### src/rtl/stepatt_pkg.sv
package stepatt_pkg;
  // Strobes handed from control to datapath, at most one active per cycle.
  typedef struct packed {
    logic shiftEn;    // push one serial bit into the frame register
    logic serCommit;  // addressed commit of the frame
    logic parLoad;    // load the code from the parallel pins
  } stepStrobes_t;
endpackage

### src/rtl/stepatt_sync.sv
module stepatt_sync #(
  parameter int W = 1,
  parameter int STAGES = 2,
  parameter logic [W-1:0] RST_VAL = '0
) (
  input  logic         clk,
  input  logic         rstN,
  input  logic [W-1:0] din,
  output logic [W-1:0] dout
);
  logic [W-1:0] stage [STAGES];

  generate
    for (genvar s = 0; s < STAGES; s++) begin : g_stage
      if (s == 0) begin : g_first
        always_ff @(posedge clk or negedge rstN) begin
          if (!rstN) stage[s] <= RST_VAL;
          else       stage[s] <= din;
        end
      end else begin : g_next
        always_ff @(posedge clk or negedge rstN) begin
          if (!rstN) stage[s] <= RST_VAL;
          else       stage[s] <= stage[s-1];
        end
      end
    end
  endgenerate

  assign dout = stage[STAGES-1];
endmodule

### src/rtl/stepatt_ctl.sv
module stepatt_ctl
  import stepatt_pkg::*;
(
  input  logic         clk,
  input  logic         rstN,
  input  logic         sMode,
  input  logic         sClk,
  input  logic         sLatch,
  output stepStrobes_t strb
);
  logic clkPrev;
  logic latchPrev;

  // Previous values reset high so an input already high at reset is not an edge.
  always_ff @(posedge clk or negedge rstN) begin
    if (!rstN) begin
      clkPrev   <= 1'b1;
      latchPrev <= 1'b1;
    end else begin
      clkPrev   <= sClk;
      latchPrev <= sLatch;
    end
  end

  always_comb begin
    strb           = '0;
    strb.shiftEn   = sMode & ~sLatch & sClk & ~clkPrev;
    strb.serCommit = sMode & sLatch & ~latchPrev;
    // A rising latch edge and a held-high latch both load in parallel mode.
    strb.parLoad   = ~sMode & sLatch;
  end
endmodule

### src/rtl/stepatt_dp.sv
module stepatt_dp
  import stepatt_pkg::*;
#(
  parameter int CODE_W = 7,
  parameter int ADDR_W = 3,
  parameter int WORD_W = 8,
  localparam int FRAME_W = 2 * WORD_W
) (
  input  logic               clk,
  input  logic               rstN,
  input  stepStrobes_t       strb,
  input  logic               sData,
  input  logic [CODE_W-1:0]  sPar,
  input  logic [ADDR_W-1:0]  strapAddr,
  output logic [CODE_W-1:0]  attenCode,
  output logic [FRAME_W-1:0] frameBits
);
  logic addrHit;

  assign addrHit = (frameBits[WORD_W +: ADDR_W] == strapAddr);

  // New bits enter at the top so the first bit sent ends at bit 0.
  always_ff @(posedge clk or negedge rstN) begin
    if (!rstN) frameBits <= '0;
    else if (strb.shiftEn) frameBits <= {sData, frameBits[FRAME_W-1:1]};
  end

  always_ff @(posedge clk or negedge rstN) begin
    if (!rstN) attenCode <= '1;
    else if (strb.serCommit && addrHit) attenCode <= frameBits[CODE_W-1:0];
    else if (strb.parLoad) attenCode <= sPar;
  end
endmodule

### src/rtl/stepatt_top.sv
module stepatt_top
  import stepatt_pkg::*;
#(
  parameter int CODE_W = 7,
  parameter int ADDR_W = 3,
  parameter int WORD_W = 8,
  parameter int SYNC_STAGES = 2
) (
  input  logic              clk,
  input  logic              rstN,
  input  logic              modeSerial,
  input  logic              serClk,
  input  logic              serData,
  input  logic              serLatch,
  input  logic [CODE_W-1:0] parCode,
  input  logic [ADDR_W-1:0] strapAddr,
  output logic [CODE_W-1:0] attenCode
);
  localparam int FRAME_W = 2 * WORD_W;
  localparam int SYNC_W  = CODE_W + 4;
  localparam logic [SYNC_W-1:0] SYNC_RST = {1'b1, 1'b1, 1'b1, 1'b0, {CODE_W{1'b0}}};

  logic [SYNC_W-1:0]  syncOut;
  logic               sMode, sLatch, sClk, sData;
  logic [CODE_W-1:0]  parSync;
  logic [FRAME_W-1:0] frameBits;
  stepStrobes_t       strb;

  stepatt_sync #(.W(SYNC_W), .STAGES(SYNC_STAGES), .RST_VAL(SYNC_RST)) u_sync (
    .clk(clk), .rstN(rstN),
    .din({modeSerial, serLatch, serClk, serData, parCode}),
    .dout(syncOut)
  );

  assign {sMode, sLatch, sClk, sData, parSync} = syncOut;

  stepatt_ctl u_ctl (
    .clk(clk), .rstN(rstN), .sMode(sMode), .sClk(sClk), .sLatch(sLatch), .strb(strb)
  );

  stepatt_dp #(.CODE_W(CODE_W), .ADDR_W(ADDR_W), .WORD_W(WORD_W)) u_dp (
    .clk(clk), .rstN(rstN), .strb(strb), .sData(sData), .sPar(parSync),
    .strapAddr(strapAddr), .attenCode(attenCode), .frameBits(frameBits)
  );
endmodule

### config.mk
export PLATFORM = sky130hd
export DESIGN_NAME = stepatt_top
export DESIGN_NICKNAME = d
export VERILOG_FILES = /design/src/rtl/stepatt_pkg.sv /design/src/rtl/stepatt_sync.sv /design/src/rtl/stepatt_ctl.sv /design/src/rtl/stepatt_dp.sv /design/src/rtl/stepatt_top.sv
export SDC_FILE = /design/constraint.sdc
export NUM_CORES = 1
export LEC_CHECK = 0
export ABC_AREA = 1
export BUFFER_PORTS_ARGS = -buffer_cell sky130_fd_sc_hd__buf_2
export CORE_ASPECT_RATIO = 1.25
export CORE_UTILIZATION = 42
export DETAILED_ROUTE_END_ITERATION = 12
export SLEW_MARGIN = 0
export SYNTH_ARGS = -nofsm -noshare
export SYNTH_HDL_FRONTEND = slang
export SYNTH_SLANG_ARGS = --single-unit
### constraint.sdc
create_clock -name clk -period 2.65 [get_ports clk]
set_clock_uncertainty 0.1 [all_clocks]
set_input_delay 0.265 -clock clk [delete_from_list [all_inputs] [get_ports clk]]
set_output_delay 0.265 -clock clk [all_outputs]
set_load 0.02 [all_outputs]
==> impl_metrics.env, run 1 <==
export IMPL_ant_nets=0
export IMPL_fin_util=0.548
export IMPL_grt_pass1_vias=1100
export IMPL_critPathLaunchType="flip-flop"
export IMPL_worstPathRequired_ps=2780
export IMPL_track_usage=0.144
export IMPL_status="finished clean"
export IMPL_grt_pass1_wl_um=4600
export IMPL_port_buffers=22
export IMPL_r2r_setup_slack_ps=1230
export IMPL_via_per_inst=4.37
export IMPL_antenna_found_initial=0
export IMPL_cp_end_kind="flip-flop"
export IMPL_rsz0062_at_grt="false"
export IMPL_drt_iter0_markers=57
export IMPL_drt_total_wl_um=2640
export IMPL_fillers=361
export IMPL_core_um2=3820
export IMPL_postPlaceCellArea_um2=1860
export IMPL_ys_warn_count=0
export IMPL_drtPass1Iterations=4
export IMPL_cts_root_buf="clkbuf_8"
export IMPL_maxCapViolCount=0
export IMPL_powerDensity_nw_per_um2=780
export IMPL_dieWidth_um=59.0
export IMPL_r2r_end="u_dp.attenCode[6]$_DFFE_PN1P_"
export IMPL_synthMuxAreaShare=0
export IMPL_register_area_um2=1190
export IMPL_crit_fanout=8
export IMPL_syn_num_nets=176
export IMPL_drive_gt1_frac=0.278
export IMPL_reg2reg_depth=5
export IMPL_max_clock_path_buffers=2
export IMPL_r2r_start="u_sync.dout[9]$_DFF_PN1_"
export IMPL_fin_area_um2=2090
export IMPL_syn_to_final_growth_pct=22.8
export IMPL_initial_core_util=0.446
export IMPL_post_place_cells=233
export IMPL_cts_setup_buffers=0
export IMPL_min_period_ps=1420
export IMPL_clk_latency_ps=290
export IMPL_finalNonFillerCells=252
export IMPL_crit_arrival_ps=1550
export IMPL_synth_compound_area_frac=0.0470
export IMPL_route_detailed_drc=0
export IMPL_synth_xor_area_frac=0
export IMPL_yosys_area_share_simple=0.195
export IMPL_io_pins=23
export IMPL_relSlewSlack=0.352
export IMPL_tritoncts="done"
export IMPL_ir_worst_vdd_mv=0.406
export IMPL_hold_violations=0
export IMPL_criticalPathCategory="reg2reg"
export IMPL_routedWlPerCell_um=10.5
export IMPL_ys_types=16
export IMPL_max_freq_ghz=0.703
export IMPL_multiInputGateArea_um2=413
export IMPL_dieHeight_um=73.2
export IMPL_rows=25
export IMPL_power_leakage_uw=0.00104
export IMPL_finalCritPeriodShare=0.537
export IMPL_place_congestion=0.760
export IMPL_nNetsFinal=213
export IMPL_htreeDepth=2
export IMPL_cts_repair_resized=0
export IMPL_synth_top_family_by_area="simple AND/OR/NAND/NOR gates"
export IMPL_synth_area_um2=1700
export IMPL_synth_cells=160
export IMPL_dp_hpwl_um=1750
export IMPL_antenna_cells=0
export IMPL_final_cell_mix="nand2_1, dfrtp_1, buf_2, inv_1"
export IMPL_setup_viol=0
export IMPL_final_common_cell="nand2_1"
export IMPL_place_ws_ps=1220
export IMPL_ys_ff_latch=47
export IMPL_tightestPinTransition_ps=973
export IMPL_tns_ps=0
export IMPL_setup_ws_ps=1230
export IMPL_clkSinkCount=47
export IMPL_seq_area_frac_synth=0.702
export IMPL_clk_pin_slew_ps=90
export IMPL_hp_class="in2async"
export IMPL_syn_area_per_cell_um2=10.6
export IMPL_grt_max_degree=48
export IMPL_slew_violations=0
export IMPL_synthAdderAreaFrac=0
export IMPL_vias=1102
export IMPL_cts_buffers=5
export IMPL_grt_ovfl_total=0
export IMPL_dieArea_um2=4310
-- cells in the mapped netlist (all sizes together) --
cell type	n	area, um^2
clkbuf	2	7.51
a21oi	4	20.0
nand3	16	85.1
nor2	8	45.0
buf	2	16.3
nand2	50	203
dfstp	15	394
o21ai	12	60.1
dfrtp	32	801
inv	19	71.3
-- layer usage --
metal | routed length (um) | GRT usage
met1 | 1170 | 0.170
met2 | 1350 | 0.245
met3 | 93 | 0.0372
met4 | 23 | 0.0635
met5 | 0 | 0
-- flip-flops by register name, summed over array words and instances, names as in the netlist --
name             count
u_dp.frameBits      16
u_sync.dout         11
u_sync.stage        11
u_dp.attenCode       7
u_ctl.clkPrev        1
u_ctl.latchPrev      1
-- cells by family (layout without fill, tap and decap cells) --
| logic type | after synthesis | after routing |
|---|---|---|
| flip-flops | 47 | 47 |
| AO/OA/AOI/OAI | 16 | 16 |
| buffers and inverters | 23 | 61 |
| AND/OR/NAND/NOR | 74 | 74 |
-- worst max path at each step --
stage,from,end,slack [ps],depth (start not counted)
after floorplan,u_sync.dout[9]$_DFF_PN1_,u_dp.attenCode[3]$_DFFE_PN1P_,1320,7
final,u_sync.dout[9]$_DFF_PN1_,u_dp.attenCode[6]$_DFFE_PN1P_,1230,5
after global routing,u_sync.dout[9]$_DFF_PN1_,u_dp.attenCode[0]$_DFFE_PN1P_,1080,5
after CTS,u_sync.dout[9]$_DFF_PN1_,u_dp.attenCode[6]$_DFFE_PN1P_,1210,5
after global placement,u_sync.dout[9]$_DFF_PN1_,u_dp.attenCode[0]$_DFFE_PN1P_,1260,5
after detailed placement,u_sync.dout[9]$_DFF_PN1_,u_dp.attenCode[6]$_DFFE_PN1P_,1220,5
-- through the flow --
stage	hold WS [ps]	total power, uW
4_1_cts	50.9	1660
3_3_place_gp	232	1100
5_1_grt	99.2	1730
6_report	25.7	1630
3_5_place_dp	235	1110
2_1_floorplan	-131	1030
-- timing repair --
| action | in CTS | in global routing |
|---|---|---|
| hold endpoints to repair | 11 | 0 |
| hold buffers | 11 | 0 |
| setup endpoints to repair | 0 | 0 |
-- power by group --
part	total [uW]	internal [uW]	switching [uW]
combinational	232	87.1	145
sequential	876	830	45.9
clock	522	286	236
total	1630	1200	427
-- final cells by class --
cell class,instances,area share
Sequential cell,47,0.572
Multi-Input combinational cell,90,0.197
Timing Repair Buffer,34,0.109
Inverter,19,0.0341
Clock buffer,5,0.0329
Tap cell,54,0.0323
Clock inverter,3,0.0227
-- worst max-delay path, cell delays in order, from the launching register on --
cell and delay, ps:
dfstp_2 570, inv_1 40, nor2_1 340, inv_2 140, nand3_1 110, nand2_1 60
Power figures use the tool's default switching activity.
==> run 2: changes to the inputs <==
ABC_AREA = 0   (was 1)
clock period = 1.2 ns   (was 2.65 ns; I/O delays follow)
==> run 2 against run 1 <==
Compared with the run above:
- critical path type unchanged
- cell area rose by 8.6%
- worst setup slack got worse by 1600 ps
- area after synthesis rose by 1.5%
- highest routed layer unchanged
- hold slack improved by 190 ps
- the flow now finishes with violations (setup timing)
==> impl_metrics.env, run 2 <==
export IMPL_cts_buffers=5
export IMPL_cts_root_buf="clkbuf_8"
export IMPL_rows=25
export IMPL_largest_register_ffs=16
export IMPL_max_freq_ghz=0.649
export IMPL_core_um2=3850
export IMPL_io_pins=23
export IMPL_grt_max_degree=48
export IMPL_power_leakage_uw=0.00107
export IMPL_synth_xor_area_frac=0.0152
export IMPL_fillers=318
export IMPL_grt_pass1_vias=909
export IMPL_port_buffers=22
export IMPL_grt_pass1_wl_um=4030
export IMPL_cts_setup_buffers=0
export IMPL_power_switching_share=0.220
export IMPL_min_period_ps=1540
export IMPL_place_ws_ps=-335
export IMPL_place_congestion=0.643
export IMPL_p_int_uw=2720
export IMPL_via_per_inst=4.42
export IMPL_synthAdderAreaFrac=0
export IMPL_ys_types=11
export IMPL_setup_ws_ps=-342
export IMPL_largest_register="u_dp.frameBits"
export IMPL_ys_async_sr_fraction=1.00
export IMPL_register_area_um2=1190
export IMPL_ys_flop_type="dfrtp_1"
export IMPL_relSlewSlack=0.818
export IMPL_finalCritPeriodShare=1.29
export IMPL_post_place_cells=167
export IMPL_synth_edf_count=0
export IMPL_clk_latency_ps=290
export IMPL_ys_ff_latch=47
export IMPL_grt_ovfl_total=0
export IMPL_nNetsFinal=148
export IMPL_tightestPinTransition_ps=271
export IMPL_ant_nets=0
export IMPL_clkPwrFrac=0.330
export IMPL_hold_violations=0
export IMPL_p_seq_frac=0.526
export IMPL_hp_class="in2async"
export IMPL_tritoncts="done"
export IMPL_synth_area_um2=1730
export IMPL_final_cell_mix="dfrtp_1, mux2_4, buf_2, dfstp_2, dlygate4sd3_1"
export IMPL_synthMuxAreaShare=0.248
export IMPL_synth_top_family_by_area="multiplexers"
export IMPL_route_detailed_drc=0
export IMPL_ys_top_cells_by_area="dfrtp_1, dfstp_2, mux2_4, mux2_2, xnor2_1"
export IMPL_drtPass1Iterations=3
export IMPL_syn_area_per_cell_um2=19.9
export IMPL_seq_area_frac_synth=0.692
export IMPL_finalNonFillerCells=187
export IMPL_rsz0062_at_grt="true"
export IMPL_whs_ps=213
export IMPL_setup_viol=23
export IMPL_yosys_area_share_simple=0.0282
export IMPL_syn_num_nets=103
export IMPL_final_common_cell="dfrtp_1"
export IMPL_antenna_cells=0
export IMPL_synth_top_area_cell="dfrtp_1"
export IMPL_max_clock_path_buffers=2
export IMPL_cp_end_kind="flip-flop"
export IMPL_syn_to_final_growth_pct=31.4
export IMPL_synth_compound_area_frac=0
export IMPL_pwr_share_comb=0.144
export IMPL_ir_worst_vdd_mv=0.970
export IMPL_powerDensity_nw_per_um2=1540
export IMPL_synthDominantCellAreaShare=0.463
export IMPL_dp_hpwl_um=1470
export IMPL_p_switching_uw=769
export IMPL_worstPathRequired_ps=1330
export IMPL_synth_cells=87
export IMPL_htreeDepth=2
export IMPL_crit_arrival_ps=1670
export IMPL_slew_violations=0
export IMPL_dieWidth_um=59.4
export IMPL_ys_warn_count=0
export IMPL_synth_most_common_cell="dfrtp_1"
export IMPL_maxCapViolCount=0
export IMPL_initial_core_util=0.449
export IMPL_dieHeight_um=73.7
export IMPL_criticalPathCategory="reg2reg"
export IMPL_drive_gt1_frac=0.632
export IMPL_antenna_found_initial=0
export IMPL_dieArea_um2=4380
export IMPL_power_uw=3490
export IMPL_reg2reg_depth=4
export IMPL_clkSinkCount=47
export IMPL_ys_top_cells_by_count="dfrtp_1, mux2_4, dfstp_2"
export IMPL_track_usage=0.133
export IMPL_crit_fanout=7
export IMPL_vias=826
export IMPL_violations="setup timing"
export IMPL_critPathLaunchType="flip-flop"
export IMPL_drt_total_wl_um=2430
export IMPL_status="complete, but fails checks"
export IMPL_clk_pin_slew_ps=90
export IMPL_drt_iter0_markers=18
export IMPL_routedWlPerCell_um=13.0
export IMPL_multiInputGateArea_um2=526
run 2: layout make-up:
| class | count | share of cell area |
|---|---|---|
| Clock inverter | 3 | 0.0204 |
| Clock buffer | 5 | 0.0303 |
| Timing Repair Buffer | 41 | 0.162 |
| Sequential cell | 47 | 0.526 |
| Multi-Input combinational cell | 37 | 0.231 |
| Tap cell | 54 | 0.0298 |
run 2: final timing paths:
kind / startpoint / end / slack [ps]
max: u_sync.dout[10]$_DFF_PN1_ / u_dp.attenCode[3]$_DFFE_PN1P_ / -340
min: rstN / u_sync.stage[11]$_DFF_PN0_ / 210
max reg2reg: u_sync.dout[10]$_DFF_PN1_ / u_dp.attenCode[3]$_DFFE_PN1P_ / -340
min reg2reg: u_sync.stage[17]$_DFF_PN0_ / u_sync.dout[6]$_DFF_PN0_ / 250
max in group asynchronous: rstN / u_dp.attenCode[6]$_DFFE_PN1P_ / 510
min in group clk: u_sync.stage[17]$_DFF_PN0_ / u_sync.dout[6]$_DFF_PN0_ / 250
run 2: repair_timing:
item,in CTS,in global routing
hold buffers,12,0
endpoints found under the setup margin,30,30
pin swaps,0,1
endpoints found under the hold margin,58,0
gates resized for setup,17,5
run 2: cells by family after synthesis:
group,after synthesis
AND/OR/NAND/NOR,4
XOR/XNOR,3
flip-flops,47
multiplexers,30
buffers and inverters,3
run 2: power by group through the flow:
stage / combinational, uW / sequential [uW] / clock, uW
floorplan: 244 / 1890 / 0
global placement: 418 / 1850 / 0
detailed placement: 429 / 1850 / 0
CTS: 495 / 1830 / 1190
global route: 540 / 1850 / 1270
finish: 503 / 1840 / 1150
run 2: layer usage:
metal  routed length (um)  vias to the layer above  global-route usage
met1                 1070                      417               0.150
met5                    0                        -                   0
met2                 1210                       19               0.210
met3                   91                        6              0.0581
met4                   55                        0              0.0714
li1                     -                      384                   -
run 2: worst max-delay path, cell delays in order, from the launching register on:
cell	delay, ps
dfstp_2	540
nand2b_1	140
buf_12	140
mux2_4	300
mux2_4	250
run 2: per-stage QoR:
| stage | cell area, um^2 | util | TNS, ps |
|---|---|---|---|
| final | 2270 | 0.590 | -6990 |
| after global routing | 2270 | 0.590 | -7900 |
| after CTS | 2250 | 0.585 | -7260 |
| after detailed placement | 1970 | 0.511 | -7020 |
| after global placement | 1970 | 0.511 | -6830 |
| after floorplan | 1740 | - | -5850 |
==> run 3: changes to the inputs <==
GPL_TIMING_DRIVEN = 0   (was default)
==> run 3 against run 2 <==
Compared with the run above:
- the flow finishes with violations (hold timing, setup timing)
- worst setup slack about the same
- power decreased by 7.7%
- flip-flop and latch count is the same
- wire length is 2.5% lower
- maximum frequency hardly changed
- first-iteration DRC count is 17% lower
- clock power shrank 22%
- non-clock buffer count shrank 1
- cell area fell by 1.3%
- global-route usage shrank 0.45 points
==> impl_metrics.env, run 3 (synthesis gave the netlist of run 2 again) <==
export IMPL_worstPathRequired_ps=1330
export IMPL_r2r_end="u_dp.attenCode[6]$_DFFE_PN1P_"
export IMPL_power_leakage_uw=0.00106
export IMPL_tritoncts="done"
export IMPL_vias=818
export IMPL_max_freq_ghz=0.649
export IMPL_dp_hpwl_um=1440
export IMPL_whs_ps=-117
export IMPL_drive_gt1_frac=0.629
export IMPL_slew_violations=0
export IMPL_ctsHoldBuffers=11
export IMPL_cp_common_cell="mux2_4"
export IMPL_grt_pass1_wl_um=3900
export IMPL_r2r_start="u_sync.dout[10]$_DFF_PN1_"
export IMPL_relSlewSlack=0.346
export IMPL_maxCapViolCount=0
export IMPL_cp_depth=4
export IMPL_syn_to_final_growth_pct=29.7
export IMPL_cp_end_kind="flip-flop"
export IMPL_largest_register_ffs=16
export IMPL_antenna_cells=0
export IMPL_criticalPathCategory="reg2reg"
export IMPL_place_ws_ps=-365
export IMPL_cts_root_buf="clkbuf_8"
export IMPL_final_common_cell="dfrtp_1"
export IMPL_crit_family="multiplexers"
export IMPL_clk_pin_slew_ps=80
export IMPL_min_period_ps=1540
export IMPL_route_detailed_drc=0
export IMPL_htreeDepth=2
export IMPL_dieHeight_um=73.7
export IMPL_dieArea_um2=4380
export IMPL_grt_pass1_vias=853
export IMPL_grt_ovfl_total=0
export IMPL_clkSinkCount=47
export IMPL_drtPass1Iterations=2
export IMPL_fillers=304
export IMPL_postPlaceCellArea_um2=1910
export IMPL_grt_max_degree=48
export IMPL_max_stage_delay_ps=530
export IMPL_initial_core_util=0.449
export IMPL_cts_buffers=5
export IMPL_path_buf_inv=1
export IMPL_drt_iter0_markers=15
export IMPL_place_congestion=0.626
export IMPL_fin_area_um2=2240
export IMPL_rsz0062_at_grt="true"
export IMPL_max_clock_path_buffers=2
export IMPL_hold_violations=32
export IMPL_critPathLaunchType="flip-flop"
export IMPL_antenna_found_initial=0
export IMPL_largest_register="u_dp.frameBits"
export IMPL_io_pins=23
export IMPL_crit_path_top_delay_cell="dfstp_2"
export IMPL_rows=25
export IMPL_crit_fanout=7
export IMPL_violations="hold timing, setup timing"
export IMPL_powerDensity_nw_per_um2=1440
export IMPL_setup_viol=23
export IMPL_core_um2=3850
export IMPL_nNetsFinal=147
export IMPL_clk_latency_ps=290
export IMPL_setup_ws_ps=-342
export IMPL_crit_chain="nand2b_1, buf_6, mux2_4, mux2_4"
export IMPL_status="complete, but fails checks"
export IMPL_final_cell_mix="dfrtp_1, mux2_4, buf_2, dfstp_2, dlygate4sd3_1"
export IMPL_via_per_inst=4.40
export IMPL_reg2reg_depth=4
export IMPL_routedWlPerCell_um=12.7
export IMPL_crit_arrival_ps=1670
export IMPL_ant_nets=0
export IMPL_hp_class="in2async"
export IMPL_port_buffers=22
export IMPL_finalCritPeriodShare=1.28
export IMPL_drt_total_wl_um=2370
export IMPL_track_usage=0.129
export IMPL_dieWidth_um=59.4
export IMPL_r2r_setup_slack_ps=-340
export IMPL_ir_worst_vdd_mv=0.810
export IMPL_tightestPinTransition_ps=980
[run 3: through the flow]
step | cells | hold WS [ps] | utilization | setup TNS [ps] | power (uW)
detailed placement | 163 | 126 | 0.497 | -7210 | 2260
global placement | 163 | 124 | 0.497 | -6920 | 2250
CTS | 185 | -88.0 | 0.570 | -7620 | 3240
floorplan | 87 | -276 | - | -5850 | 2140
finish | 186 | -117 | 0.582 | -7270 | 3220
global route | 186 | -34.7 | 0.582 | -8390 | 3370
[run 3: layout make-up]
cell class	count	area, um^2	share of cell area
repair buffers	37	324	0.145
clock buffers	6	72.6	0.0324
multi-input cells	37	527	0.235
clock inverters	2	12.5	0.00558
well taps	54	67.6	0.0302
plain buffers	3	42.5	0.0190
flip-flops and latches	47	1190	0.533
[run 3: worst max path at each step]
stage,startpoint,to,slack (ps)
floorplan,u_sync.dout[8]$_DFF_PN1_,u_dp.frameBits[10]$_DFFE_PN0P_,-290
global placement,u_sync.dout[8]$_DFF_PN1_,u_dp.frameBits[13]$_DFFE_PN0P_,-350
CTS,u_sync.dout[10]$_DFF_PN1_,u_dp.attenCode[6]$_DFFE_PN1P_,-360
finish,u_sync.dout[10]$_DFF_PN1_,u_dp.attenCode[6]$_DFFE_PN1P_,-340
detailed placement,u_sync.dout[8]$_DFF_PN1_,u_dp.frameBits[8]$_DFFE_PN0P_,-360
global route,u_sync.dout[10]$_DFF_PN1_,u_dp.frameBits[14]$_DFFE_PN0P_,-390
[run 3: routing by layer]
metal,wire [um],vias to the layer above,GRT usage,share of wire
met5,0,-,0,0
li1,-,383,-,-
met3,94,6,0.0528,0.040
met1,1040,410,0.155,0.44
met2,1170,19,0.190,0.49
met4,66,0,0.0794,0.028
[run 3: worst reg2reg max path, delay by kind of cell, from the launching register on]
family	cells	cell delay, ps
buffers and inverters	1	160
flip-flops	1	530
multiplexers	2	570
AND/OR/NAND/NOR	1	110
[run 3: timing repair]
action / in CTS / in global routing
setup buffers: 3 / 0
pin swaps: 0 / 1
gates resized for setup: 15 / 7
setup endpoints to repair: 30 / 30
cloned: 0 / 1
hold endpoints to repair: 43 / 32
[run 3: where the power goes]
group	leakage [uW]	internal, uW	switching, uW
clock	0.0000412	407	487
sequential	0.000561	1760	74.8
combinational	0.000457	321	170
